[config.mk]
export PLATFORM = sky130hd
export DESIGN_NAME = pix_front_cond
export DESIGN_NICKNAME = d
export VERILOG_FILES = /design/src/rtl/pfc_pkg.sv /design/src/rtl/pfc_frame_regs.sv /design/src/rtl/pfc_gain_stage.sv /design/src/rtl/pfc_pattern_gen.sv /design/src/rtl/pix_front_cond.sv
export SDC_FILE = /design/constraint.sdc
export NUM_CORES = 1
export LEC_CHECK = 0
export BUFFER_PORTS_ARGS = -buffer_cell sky130_fd_sc_hd__buf_2
export CORE_MARGIN = 2
export CORE_UTILIZATION = 42
export CTS_BUF_LIST = sky130_fd_sc_hd__clkbuf_16
export DETAILED_ROUTE_END_ITERATION = 10
export MAX_ROUTING_LAYER = met4
export SYNTH_ARGS = -nofsm -noshare
export SYNTH_HDL_FRONTEND = slang
export SYNTH_SLANG_ARGS = --single-unit
[constraint.sdc]
create_clock -name clk -period 13.2 [get_ports clk]
set_clock_uncertainty 0.2 [all_clocks]
set_input_delay 2.64 -clock clk [delete_from_list [all_inputs] [get_ports clk]]
set_output_delay 2.64 -clock clk [all_outputs]
set_load 0.03 [all_outputs]
[src/rtl/pfc_pkg.sv]
package pfc_pkg;
   typedef enum logic [1:0] {
      PAT_CAMERA = 2'd0,
      PAT_BARS   = 2'd1,
      PAT_RAMP   = 2'd2,
      PAT_FLAT   = 2'd3
   } pat_sel_e;
endpackage

[src/rtl/pfc_frame_regs.sv]
// Per-frame capture of the settings; the capture cycle itself sees the new values.
module pfc_frame_regs
   import pfc_pkg::*;
#(
   parameter int PIX_W     = 10,
   parameter int GAIN_W    = 8,
   parameter int GAIN_FRAC = 5
) (
   input  logic              clk,
   input  logic              rst_n,
   input  logic              frame_start,
   input  logic [PIX_W-1:0]  cfg_sub,
   input  logic [GAIN_W-1:0] cfg_gain,
   input  logic [PIX_W-1:0]  cfg_add,
   input  pat_sel_e          cfg_sel,
   input  logic [PIX_W-1:0]  cfg_level,
   output logic [PIX_W-1:0]  eff_sub,
   output logic [GAIN_W-1:0] eff_gain,
   output logic [PIX_W-1:0]  eff_add,
   output pat_sel_e          eff_sel,
   output logic [PIX_W-1:0]  eff_level
);
   localparam logic [GAIN_W-1:0] GAIN_ONE = GAIN_W'(1 << GAIN_FRAC);

   logic [PIX_W-1:0]  hold_sub, hold_add, hold_level;
   logic [GAIN_W-1:0] hold_gain;
   pat_sel_e          hold_sel;
   logic [GAIN_W-1:0] floor_gain;

   assign floor_gain = (cfg_gain < GAIN_ONE) ? GAIN_ONE : cfg_gain;

   always_ff @(posedge clk) begin
      if (!rst_n) begin
         hold_sub   <= '0;
         hold_gain  <= GAIN_ONE;
         hold_add   <= '0;
         hold_sel   <= PAT_CAMERA;
         hold_level <= '0;
      end else if (frame_start) begin
         hold_sub   <= cfg_sub;
         hold_gain  <= floor_gain;
         hold_add   <= cfg_add;
         hold_sel   <= cfg_sel;
         hold_level <= cfg_level;
      end
   end

   always_comb begin
      if (frame_start) begin
         eff_sub   = cfg_sub;
         eff_gain  = floor_gain;
         eff_add   = cfg_add;
         eff_sel   = cfg_sel;
         eff_level = cfg_level;
      end else begin
         eff_sub   = hold_sub;
         eff_gain  = hold_gain;
         eff_add   = hold_add;
         eff_sel   = hold_sel;
         eff_level = hold_level;
      end
   end
endmodule

[src/rtl/pfc_gain_stage.sv]
// Offset removal clamped at zero, fixed-point scale, saturation to full scale.
module pfc_gain_stage #(
   parameter int PIX_W     = 10,
   parameter int GAIN_W    = 8,
   parameter int GAIN_FRAC = 5
) (
   input  logic [PIX_W-1:0]  pix,
   input  logic [PIX_W-1:0]  black,
   input  logic [GAIN_W-1:0] gain,
   output logic [PIX_W-1:0]  result
);
   localparam int PROD_W  = PIX_W + GAIN_W;
   localparam int SCALE_W = PROD_W - GAIN_FRAC;
   localparam logic [PIX_W-1:0] PIX_MAX = '1;

   logic [PIX_W-1:0]   lifted;
   logic [PROD_W-1:0]  prod;
   logic [SCALE_W-1:0] scaled;

   always_comb begin
      lifted = (pix > black) ? (pix - black) : '0;
      prod   = PROD_W'(lifted) * PROD_W'(gain);
      scaled = prod[PROD_W-1:GAIN_FRAC];
      result = (scaled > SCALE_W'(PIX_MAX)) ? PIX_MAX : scaled[PIX_W-1:0];
   end
endmodule

[src/rtl/pfc_pattern_gen.sv]
// Synthetic pictures driven from a column counter and a line counter.
module pfc_pattern_gen
   import pfc_pkg::*;
#(
   parameter int PIX_W     = 10,
   parameter int CNT_W     = 12,
   parameter int BAR_SHIFT = 3,
   parameter int NUM_BARS  = 8
) (
   input  logic             clk,
   input  logic             rst_n,
   input  logic             in_fv,
   input  logic             in_lv,
   input  pat_sel_e         sel,
   input  logic [PIX_W-1:0] level,
   output logic [PIX_W-1:0] pat_pix
);
   localparam int BAR_IDX_W = $clog2(NUM_BARS);
   localparam int PIX_MAX   = (1 << PIX_W) - 1;

   logic [CNT_W-1:0]     col, line, ramp_sum;
   logic                 lv_q;
   logic [BAR_IDX_W-1:0] bar_idx;
   logic [PIX_W-1:0]     bar_lvl [NUM_BARS];

   always_ff @(posedge clk) begin
      if (!rst_n) begin
         col  <= '0;
         line <= '0;
         lv_q <= 1'b0;
      end else begin
         lv_q <= in_lv;
         col  <= in_lv ? col + 1'b1 : '0;
         if (!in_fv)
            line <= '0;
         else if (lv_q && !in_lv)
            line <= line + 1'b1;
      end
   end

   for (genvar b = 0; b < NUM_BARS; b++) begin : g_bar
      assign bar_lvl[b] = PIX_W'((b * PIX_MAX) / (NUM_BARS - 1));
   end

   assign bar_idx  = col[BAR_SHIFT +: BAR_IDX_W];
   assign ramp_sum = col + line;

   always_comb begin
      case (sel)
         PAT_BARS: pat_pix = bar_lvl[bar_idx];
         PAT_RAMP: pat_pix = ramp_sum[PIX_W-1:0];
         PAT_FLAT: pat_pix = level;
         default:  pat_pix = '0;
      endcase
   end
endmodule

[src/rtl/pix_front_cond.sv]
module pix_front_cond
   import pfc_pkg::*;
#(
   parameter int PIX_W        = 10,
   parameter int GAIN_W       = 8,
   parameter int GAIN_FRAC    = 5,
   parameter int CNT_W        = 12,
   parameter int BAR_SHIFT    = 3,
   parameter int NUM_BARS     = 8,
   parameter bit POST_ADD_SAT = 1'b1
) (
   input  logic              clk,
   input  logic              rst_n,
   input  logic              in_fv,
   input  logic              in_lv,
   input  logic [PIX_W-1:0]  in_pix,
   input  logic [PIX_W-1:0]  cfg_black_sub,
   input  logic [GAIN_W-1:0] cfg_gain,
   input  logic [PIX_W-1:0]  cfg_black_add,
   input  logic [1:0]        cfg_pat_sel,
   input  logic [PIX_W-1:0]  cfg_pat_level,
   output logic              out_fv,
   output logic              out_lv,
   output logic [PIX_W-1:0]  out_pix
);
   localparam int BAR_IDX_W = $clog2(NUM_BARS);

   if (GAIN_FRAC >= GAIN_W) begin : g_bad_gain
      $error("pix_front_cond: GAIN_FRAC must be below GAIN_W");
   end
   if (NUM_BARS < 2 || (NUM_BARS & (NUM_BARS - 1)) != 0) begin : g_bad_bars
      $error("pix_front_cond: NUM_BARS must be a power of two, at least 2");
   end
   if (CNT_W < PIX_W || CNT_W < BAR_SHIFT + BAR_IDX_W) begin : g_bad_cnt
      $error("pix_front_cond: CNT_W too narrow");
   end

   logic             fv_q, frame_start;
   logic [PIX_W-1:0] eff_sub, eff_add, eff_level, cam_pix, pat_pix, post_sum;
   logic [GAIN_W-1:0] eff_gain;
   pat_sel_e         eff_sel;

   logic             s1_fv, s1_lv;
   logic [PIX_W-1:0] s1_val, s1_add;

   always_ff @(posedge clk) begin
      if (!rst_n) fv_q <= 1'b0;
      else        fv_q <= in_fv;
   end
   assign frame_start = in_fv && !fv_q;

   pfc_frame_regs #(.PIX_W(PIX_W), .GAIN_W(GAIN_W), .GAIN_FRAC(GAIN_FRAC)) u_regs (
      .clk        (clk),
      .rst_n      (rst_n),
      .frame_start(frame_start),
      .cfg_sub    (cfg_black_sub),
      .cfg_gain   (cfg_gain),
      .cfg_add    (cfg_black_add),
      .cfg_sel    (pat_sel_e'(cfg_pat_sel)),
      .cfg_level  (cfg_pat_level),
      .eff_sub    (eff_sub),
      .eff_gain   (eff_gain),
      .eff_add    (eff_add),
      .eff_sel    (eff_sel),
      .eff_level  (eff_level)
   );

   pfc_gain_stage #(.PIX_W(PIX_W), .GAIN_W(GAIN_W), .GAIN_FRAC(GAIN_FRAC)) u_gain (
      .pix   (in_pix),
      .black (eff_sub),
      .gain  (eff_gain),
      .result(cam_pix)
   );

   pfc_pattern_gen #(.PIX_W(PIX_W), .CNT_W(CNT_W), .BAR_SHIFT(BAR_SHIFT),
                     .NUM_BARS(NUM_BARS)) u_pat (
      .clk    (clk),
      .rst_n  (rst_n),
      .in_fv  (in_fv),
      .in_lv  (in_lv),
      .sel    (eff_sel),
      .level  (eff_level),
      .pat_pix(pat_pix)
   );

   // Stage 1: offset, gain and source selection
   always_ff @(posedge clk) begin
      if (!rst_n) begin
         s1_fv  <= 1'b0;
         s1_lv  <= 1'b0;
         s1_val <= '0;
         s1_add <= '0;
      end else begin
         s1_fv  <= in_fv;
         s1_lv  <= in_lv;
         s1_val <= (eff_sel == PAT_CAMERA) ? cam_pix : pat_pix;
         s1_add <= eff_add;
      end
   end

   if (POST_ADD_SAT) begin : g_add_sat
      logic [PIX_W:0] wide;
      assign wide     = {1'b0, s1_val} + {1'b0, s1_add};
      assign post_sum = wide[PIX_W] ? '1 : wide[PIX_W-1:0];
   end else begin : g_add_wrap
      assign post_sum = s1_val + s1_add;
   end

   // Stage 2: post offset and output
   always_ff @(posedge clk) begin
      if (!rst_n) begin
         out_fv  <= 1'b0;
         out_lv  <= 1'b0;
         out_pix <= '0;
      end else begin
         out_fv  <= s1_fv;
         out_lv  <= s1_lv;
         out_pix <= s1_lv ? post_sum : '0;
      end
   end
endmodule

==> metrics.txt <==
status finished, final reports clean; total of max-cap violations 0; First-pass DRT Iterations 5; TNS Setup 0 ns; net switching power 446 µW; Crit Path Max Fanout 23; # diodes 0; fill count 1607; Area Growth Syn to Fin 12.0%; most common cell in the synthesized netlist nor2_1; Most used DFF post-synth dfxtp_1; Synth top cells by count nor2_1, dfxtp_1, inv_1; CTS H-Tree Depth 3; clk buf depth 2; Syn Area/Cell 8.58 µm²; CTS Hold Bufs 0; Top Ports 66; sequential fraction of design power 0.272; Required @ worst endpoint 13.19 ns; sw frac 0.426; grt ovf 0; clock-pin slew on the worst setup and hold paths 0.07 ns; Post-synth EDFFs 0; Final min period 10.85 ns; Total Wirelength 16600 µm; combinational group share of total power 0.490; largest net degree at the start of global routing 53; vias per cell 5.25; DRC errors left 0; Core Rows 46; Setup crit end kind flip-flop; clock sink count 84; P_leak 0.00372 µW; Yosys cell types 55; CTS tree done; peak supply drop 0.0680 mV; Max Slew Vio Count 0; RSZ-0062 raised after global routing false; Data arrival, critical path 10.85 ns; first-pass GRT wire length 27700 µm; top-area cell type share of the netlist area 0.244; synth top area cells dfxtp_1, fa_1, ha_1; core area 0.0160 mm²; Fin. Hold Viols 0; hpwl dp 13100 µm; Die ar. 0.0175 mm²; IO buf count 65; CTS resizes 0; vias in the first global route 5654; number of CTS-inserted buffers 9; Clk pwr share 0.239; cell count after synthesis 804; Routed Antenna Nets 0; ys async rst share 0; warnings from Yosys 0; WS Path Type in -> reg; die width 132 µm; Hold Crit Class reg -> reg; Relative slew margins 0.235; layout cells sized above 1 0.117; final hold slack 0.264 ns; DIE HEIGHT 132 µm; drt wl/cell 15.4 µm; Final Total Pwr 1050 µW; Mapped Nets 973; Clock Latency Late Sink 0.36 ns; Total Routing Usage GR 0.203; antenna violations before repair 0; Peak Freq 0.0921 GHz; Pint 601 µW; Final Wtd Congestion 0.906; Finish-stage setup viols 0; worst slew pin tran 1.12 ns; period utilization 0.822; crit start category input pin; nets@finish 1028; Seq/Total Area, Yosys 0.244; flops & latches, synth 84; Setup Fix Bufs, Post-CTS 0; CTS Root Cell clkbuf_16; Starting Density 0.431; Pwr per Cell Area 136 mW/mm²; initial DRC count 313; post-synth top area cell dfxtp_1; DR vias 5672; post-synthesis instance area 0.00690 mm²
==> power by group through the flow <==
stage | clock [µW] | sequential, µW | combinational (µW)
4_1_cts | 256 | 285 | 515
2_1_floorplan | 0 | 291 | 384
6_report | 250 | 285 | 513
5_1_grt | 264 | 286 | 582
3_5_place_dp | 0 | 290 | 508
3_3_place_gp | 0 | 291 | 509
==> final cells by class <==
class                      count  area, µm²  share of cell area
multi-input combinational    617       4840               0.626
sequential                    84       1680               0.218
timing repair buffer          71        370              0.0479
inverter                      76        285              0.0369
tap                          216        270              0.0350
clock buffer                   9        225              0.0291
clock inverter                 7       57.6             0.00745
==> state kept, by name, indices dropped and copies added (netlist names) <==
signal,count
u_regs.hold_sel,2
out_lv,1
out_pix,10
s1_fv,1
s1_val,10
u_regs.hold_sub,10
u_regs.hold_gain,8
u_pat.line,10
u_regs.hold_level,10
out_fv,1
u_pat.lv_q,1
u_pat.col,10
u_regs.hold_add,10
==> critical path: stages <==
cell       delay [ns]
buf_2            0.13
nand2b_2         0.46
mux2i_1          0.36
inv_1            0.10
fa_1             0.41
nand2b_1         0.19
a221o_1          0.39
a2111oi_4        0.45
o21ai_2          0.33
or3_1            0.62
nor2_1           0.19
fa_1             0.46
fa_1             0.51
fa_1             0.54
inv_1            0.05
fa_1             0.52
inv_1            0.04
ha_1             0.41
nand3_1          0.18
or3_1            0.37
a211oi_1         0.17
o211ai_1         0.19
a31oi_1          0.27
o211ai_1         0.16
a221oi_4         0.51
a221oi_1         0.17
==> through the flow <==
stage	setup slack (ns)	instance area (µm²)	instances	utilization
6_report	2.35	7730	1080	0.483
5_1_grt	1.73	7730	1080	0.483
4_1_cts	2.39	7730	1080	0.483
3_5_place_dp	2.04	7440	1064	0.465
3_3_place_gp	2.19	7440	1064	0.465
2_1_floorplan	2.26	6900	804	-
==> logic make-up (layout without fill, tap and decap cells) <==
kind of cell    after synthesis  count (layout)  share of synthesized area
xor+xnor                     44              44                     0.0558
fa+ha+maj                   115             115                      0.263
buf+inv                     103             163                     0.0562
simple gates                292             292                      0.206
mux                          25              25                     0.0364
flops                        84              84                      0.244
compound gates              141             141                      0.139
==> worst paths after layout <==
path / start / end / slack [ns] / cells after the start
max: in_fv / s1_val[5] / 2.35 / 26
max reg2reg: s1_fv / s1_val[5] / 4.31 / 25
min reg2reg: u_pat.col[0] / u_pat.col[0] / 0.26 / 1
min: u_pat.col[0] / u_pat.col[0] / 0.26 / 1
==> per-layer routing <==
layer | vias up | track usage | wire length [µm]
li1 | 2836 | - | -
met1 | 2647 | 0.273 | 8070
met2 | 153 | 0.301 | 7190
met3 | 36 | 0.0392 | 833
met4 | 0 | 0.0842 | 554
met5 | - | - | 0
==> placed cells by master (no fill, tap or decap), drive strengths merged, types with 2 or more instances in the layout <==
master,instances
nor3,11
dfxtp,84
a21boi,13
o21a,7
a311oi,2
a22oi,5
o211ai,5
fa,50
o21ai,27
xnor2,18
nand4,4
and3,8
nor3b,3
a221oi,6
mux2i,24
o221ai,6
o22ai,2
a21oi,45
nand2b,7
or3,6
and2,8
ha,65
clkinvlp,2
a21o,10
buf,71
or4,5
inv,80
a211oi,3
nor2,93
nand4b,2
nand3b,2
a31oi,2
nand2,67
nor4,13
or2,7
nand3,17
xor2,26
nor2b,35
clkbuf,9
(Power assumes the default switching activity.)
